File: src/rtl/ring_wr_pkg.sv
package ring_wr_pkg;
  typedef enum logic {ST_CMD, ST_DATA} wr_state_e;
endpackage

File: src/rtl/ring_wr_ctrl.sv
module ring_wr_ctrl #(
  parameter int DEPTH     = 16,
  parameter int WR_THRESH = 16,
  parameter int BASE      = 0,
  parameter int ADDR_W    = 32,
  localparam int PTR_W    = (DEPTH > 1) ? $clog2(DEPTH) : 1,
  localparam int LVL_W    = $clog2(WR_THRESH + 1)
) (
  input  logic              clk_i,
  input  logic              rst_ni,
  input  logic              push_i,
  input  logic              pop_i,
  output logic [ADDR_W-1:0] wr_addr_o,
  output logic [LVL_W-1:0]  level_o,
  output logic              writable_o
);
  logic [PTR_W-1:0] ptr_q;
  logic [LVL_W-1:0] level_q;
  logic             pop_eff;

  assign pop_eff = pop_i && (level_q != '0);

  always_ff @(posedge clk_i or negedge rst_ni) begin
    if (!rst_ni) begin
      ptr_q   <= '0;
      level_q <= '0;
    end else begin
      if (push_i) ptr_q <= (ptr_q == PTR_W'(DEPTH - 1)) ? '0 : ptr_q + 1'b1;
      case ({push_i, pop_eff})
        2'b10:   level_q <= level_q + 1'b1;
        2'b01:   level_q <= level_q - 1'b1;
        default: level_q <= level_q;
      endcase
    end
  end

  assign wr_addr_o  = ADDR_W'(BASE) + ADDR_W'(ptr_q);
  assign level_o    = level_q;
  assign writable_o = level_q < LVL_W'(WR_THRESH);

  a_r7_level_cap: assert property (@(posedge clk_i) disable iff (!rst_ni)
    level_q <= LVL_W'(WR_THRESH));
  a_r8_pop_empty: assert property (@(posedge clk_i) disable iff (!rst_ni)
    (pop_i && !push_i && level_q == '0) |=> level_q == '0);
endmodule

File: src/rtl/ring_wr_path.sv
module ring_wr_path
  import ring_wr_pkg::*;
#(
  parameter int DATA_W = 32,
  parameter int ADDR_W = 32
) (
  input  logic              clk_i,
  input  logic              rst_ni,
  input  logic              sink_valid_i,
  input  logic [DATA_W-1:0] sink_data_i,
  output logic              sink_ready_o,
  input  logic              writable_i,
  input  logic [ADDR_W-1:0] addr_i,
  output logic              cmd_valid_o,
  input  logic              cmd_ready_i,
  output logic              cmd_we_o,
  output logic [ADDR_W-1:0] cmd_addr_o,
  output logic              wdata_valid_o,
  input  logic              wdata_ready_i,
  output logic [DATA_W-1:0] wdata_o,
  output logic              commit_o
);
  wr_state_e         state_q;
  logic [DATA_W-1:0] data_q;
  logic              cmd_hs;

  assign cmd_valid_o   = (state_q == ST_CMD) && sink_valid_i && writable_i;
  assign cmd_we_o      = cmd_valid_o;
  assign cmd_addr_o    = addr_i;
  assign cmd_hs        = cmd_valid_o && cmd_ready_i;
  assign sink_ready_o  = cmd_hs;
  assign wdata_valid_o = (state_q == ST_DATA);
  assign wdata_o       = data_q;
  assign commit_o      = wdata_valid_o && wdata_ready_i;

  always_ff @(posedge clk_i or negedge rst_ni) begin
    if (!rst_ni) begin
      state_q <= ST_CMD;
      data_q  <= '0;
    end else if (cmd_hs) begin
      state_q <= ST_DATA;
      data_q  <= sink_data_i;
    end else if (commit_o) begin
      state_q <= ST_CMD;
    end
  end

  a_r4_data_hold: assert property (@(posedge clk_i) disable iff (!rst_ni)
    (wdata_valid_o && !wdata_ready_i) |=> (wdata_valid_o && $stable(wdata_o)));
  a_r4_data_follows: assert property (@(posedge clk_i) disable iff (!rst_ni)
    (cmd_valid_o && cmd_ready_i) |=> wdata_valid_o);
  a_r5_one_in_flight: assert property (@(posedge clk_i) disable iff (!rst_ni)
    sink_ready_o |-> !wdata_valid_o);
endmodule

File: src/rtl/ring_wr_top.sv
module ring_wr_top #(
  parameter int DATA_W    = 32,
  parameter int ADDR_W    = 32,
  parameter int BASE      = 8,
  parameter int DEPTH     = 16,
  parameter int WR_THRESH = 16
) (
  input  logic                               clk_i,
  input  logic                               rst_ni,
  input  logic                               sink_valid_i,
  output logic                               sink_ready_o,
  input  logic [DATA_W-1:0]                  sink_data_i,
  output logic                               cmd_valid_o,
  input  logic                               cmd_ready_i,
  output logic                               cmd_we_o,
  output logic [ADDR_W-1:0]                  cmd_addr_o,
  output logic                               wdata_valid_o,
  input  logic                               wdata_ready_i,
  output logic [DATA_W-1:0]                  wdata_o,
  input  logic                               rd_pop_i,
  output logic                               wr_commit_o,
  output logic [$clog2(WR_THRESH+1)-1:0]     level_o
);
  localparam int LVL_W = $clog2(WR_THRESH + 1);

  logic [ADDR_W-1:0] wr_addr;
  logic              writable;

  ring_wr_ctrl #(
    .DEPTH(DEPTH), .WR_THRESH(WR_THRESH), .BASE(BASE), .ADDR_W(ADDR_W)
  ) ctrl_i (
    .clk_i, .rst_ni,
    .push_i    (wr_commit_o),
    .pop_i     (rd_pop_i),
    .wr_addr_o (wr_addr),
    .level_o   (level_o),
    .writable_o(writable)
  );

  ring_wr_path #(.DATA_W(DATA_W), .ADDR_W(ADDR_W)) path_i (
    .clk_i, .rst_ni,
    .sink_valid_i, .sink_data_i, .sink_ready_o,
    .writable_i   (writable),
    .addr_i       (wr_addr),
    .cmd_valid_o, .cmd_ready_i, .cmd_we_o, .cmd_addr_o,
    .wdata_valid_o, .wdata_ready_i, .wdata_o,
    .commit_o     (wr_commit_o)
  );

  a_r3_gate: assert property (@(posedge clk_i) disable iff (!rst_ni)
    !writable |-> !cmd_valid_o);
  a_r2_addr_range: assert property (@(posedge clk_i) disable iff (!rst_ni)
    cmd_valid_o |-> (cmd_addr_o >= ADDR_W'(BASE) && cmd_addr_o < ADDR_W'(BASE + DEPTH)));
  a_r6_level_up: assert property (@(posedge clk_i) disable iff (!rst_ni)
    (wr_commit_o && !rd_pop_i) |=> level_o == LVL_W'($past(level_o) + 1'b1));
endmodule

File: config.mk
export PLATFORM = sky130hd
export DESIGN_NAME = ring_wr_top
export DESIGN_NICKNAME = d
export VERILOG_FILES = /design/src/rtl/ring_wr_pkg.sv /design/src/rtl/ring_wr_ctrl.sv /design/src/rtl/ring_wr_path.sv /design/src/rtl/ring_wr_top.sv
export SDC_FILE = /design/constraint.sdc
export NUM_CORES = 1
export LEC_CHECK = 0
export BUFFER_PORTS_ARGS = -buffer_cell sky130_fd_sc_hd__buf_2
export CORE_MARGIN = 8
export CORE_UTILIZATION = 25
export CTS_BUF_LIST = sky130_fd_sc_hd__clkbuf_4 sky130_fd_sc_hd__clkbuf_8 sky130_fd_sc_hd__clkbuf_16
export CTS_CLUSTER_SIZE = 16
export DETAILED_ROUTE_END_ITERATION = 8
export GPL_TIMING_DRIVEN = 0
export PLACE_DENSITY = 0.52
export SYNTH_ARGS = -nofsm -noshare
export SYNTH_HDL_FRONTEND = slang
export SYNTH_SLANG_ARGS = --single-unit
File: constraint.sdc
create_clock -name clk_i -period 2.9 [get_ports clk_i]
set_clock_uncertainty 0.15 [all_clocks]
set_input_delay 0.145 -clock clk_i [delete_from_list [all_inputs] [get_ports clk_i]]
set_output_delay 0.145 -clock clk_i [all_outputs]
set_load 0.05 [all_outputs]
==> out/metrics.cfg <==
[floorplan]
core-area_um2=8175
die-area_um2=11550
row_count=33
start_util=0.2557
die_height_um=107.5
die_w_um=107.5
ios=112

[clock_tree]
clock_sinks=42
cts_max_path_buffers=2
clockRootBuffer=clkbuf_8
tritoncts=built
cts_made_buffers=5
cts.reportedPaths.clkPinSlew_ps=90
clk-insertion-delay-late_ps=290
cts_max_level=2

[global_routing]
grt_usage=0.09075
grt_max_degree=43
grt_pass1_wl_um=8652
antenna_found_initial=0
grt-ovfl-total=0
grt_pass1_vias=1753

[critical_path]
critical_path_class=reg2reg
crit_path_start=ctrl_i.level_o[0]
r2r_slack_ps=160
cpMaxStageDelayCell=or4_1
r2r_start=ctrl_i.level_o[0]
cp_max_fo=6
worstPathArrival_ps=2770
cp_slowest_stage_delay_ps=520
crit_buf_inv=0
cp_top_family=simple AND/OR/NAND/NOR gates
critPathLaunchType=register
setup.worst_path.end=ctrl_i.level_o[4]
reg2reg_depth=9
worstPathCellList=or4_1 > o21a_1 > ha_4 > xor2_1 > ha_2 > or4_4 > o22ai_2 > a31oi_1 > xnor2_1
cp.depth=9
worstPathRequired_ps=2930
endpoint_kind=register
r2r-end=ctrl_i.level_o[4]

[detailed_routing]
wl_per_cell_um=12.55
vias=1681
drt_iter0_markers=42
firstDrtPassIters=4
drc=0
vias_per_cell=3.900
antenna_left=0
wirelength_um=5407

[place]
gp_congestion=0.7170
dp_slack_ps=0.8564
io_buffer_count=84
post_dp_cell_area_um2=2756
place_hpwl_um=3858

[sta]
fin_ws_ps=156.5
finalCritPeriodShare=0.9460
setup_violations=0
setup_tns_ps=0
max_freq_mhz=364.5
maxSlewViolCount=0
rsz0062_at_grt=no
relSlewSlack=0.3709
post-route-min-period_ps=2744
worst_pin_slew_ps=943.7
finalHoldViolCount=0

[synthesis]
ys_seq_area_frac=0.5027
synth_edf_count=0
yosys.area.top_type_share=0.5027
yosys_warnings=0
synth_cell_types=32
yosysMostFrequentCell=dfrtp_1
async_flop_share=1.000
netlist_instances=166
synth_area_leaders=dfrtp_1 50%, mux2_1 15%, buf_4 10%, mux2_2 3.2%, ha_1 3.0%
avgSynthCellArea_um2=12.59
ys_ff_latch=42
ys.flop_type=dfrtp_1
synth_area_leader_cell=dfrtp_1
synthTopCellsByCount=42 x dfrtp_1, 29 x buf_4, 28 x mux2_1, 6 x mux2_2, 6 x nand2_1
netlist_area_um2=2091

[finish]
post-route-util=0.4036
fillers=799
postLayoutCellArea_um2=3299
insertedDiodeCount=0
fin_nets=368
area_growth_pct=57.81
layout-drive-gt1-share=0.4632

[worst_hold_path]
hp-class=in2reg
hold_start=cmd_ready_i

[pwr]
leakagePower_uw=0.001679
total_power_uw=3955
powerDensity_nw_per_um2=1199
peakVddDrop_mv=0.5304

[run_status]
status=finished, final reports clean

[job]
drv_cap=0

[cells by family (layout without fill, tap and decap cells)]
family / Yosys count / in the layout / synth area share
adder cells (fa/ha/maj): 5 / 5 / 0.02992
other: 1 / 27 / 0.001794
flip-flops: 42 / 42 / 0.5027
multiplexers: 35 / 35 / 0.1879
XOR/XNOR: 6 / 6 / 0.02514
AO/OA/AOI/OAI: 16 / 16 / 0.05446
buffers and inverters: 39 / 173 / 0.1382
AND/OR/NAND/NOR: 22 / 22 / 0.05984
[power by group]
part           switching [uW]  leakage [uW]  internal, uW
logic                    1640       0.00111           686
clock network             210     0.0000683           345
registers                 186      0.000498           885
total                    2040       0.00168          1920
[area by class of cell]
class | instances | area [um^2] | area share
buffer | 33 | 256.5 | 0.07774
clock buffer | 5 | 68.82 | 0.02086
clock inverter | 3 | 68.82 | 0.02086
inverter | 3 | 11.26 | 0.003413
multi-input combinational | 111 | 863.3 | 0.2617
sequential | 42 | 1056 | 0.3201
tap | 105 | 131.4 | 0.03982
timing repair buffer | 129 | 843.3 | 0.2556
[routing by layer]
layer	vias to the layer above	part of all wire	track usage
met5	-	0	0
li1	831	-	-
met1	777	0.43	0.1073
met3	2	0.096	0.03653
met2	71	0.48	0.1505
met4	0	0.0033	0.02081
[worst reg2reg max path, delay by kind of cell (launching register included)]
family	cells	cell delay [ps]
compound gates	3	400
xor+xnor	2	270
fa+ha+maj	2	380
flops	1	440
simple gates	2	1000
[what timing repair did]
action                                  CTS  global route
endpoints found under the hold margin    75             0
resized for setup                         1             0
hold buffers                             34             0
buffers inserted                          2             9
pin swaps                                 3             4
endpoints found under the setup margin    1             1
[flip-flops by register name (all words and copies together) (netlist names)]
name	flops
path_i.wdata_o	32
ctrl_i.level_o	5
ctrl_i.ptr_q	4
path_i.wdata_valid_o	1
[worst min-delay path by stage]
stage	endpoint	slack, ps	cells past startpoint
after detailed placement	path_i.wdata_o[25]	210	2
after global routing	path_i.wdata_o[0]	260	4
after global placement	path_i.wdata_o[25]	210	2
final	path_i.wdata_o[1]	250	4
after CTS	path_i.wdata_o[1]	250	4
after floorplan	ctrl_i.level_o[0]	-300	0
[cell usage in the layout, fill, tap and decap left out, drive strengths merged, types with 3 or more instances in the layout]
master	n
a21o	4
a21oi	3
buf	128
clkbuf	5
conb	27
dfrtp	42
dlygate4sd3	34
ha	5
inv	3
mux2	34
nand2	6
nand2b	4
nand3	3
nor2	3
xnor2	3
xor2	3
[per-stage QoR]
step	cells	hold WS [ps]
2_1_floorplan	192	-300.6
3_3_place_gp	381	210.0
3_5_place_dp	381	214.9
4_1_cts	424	250.1
5_1_grt	431	264.1
6_report	431	247.4
Power figures use the tool's default switching activity.
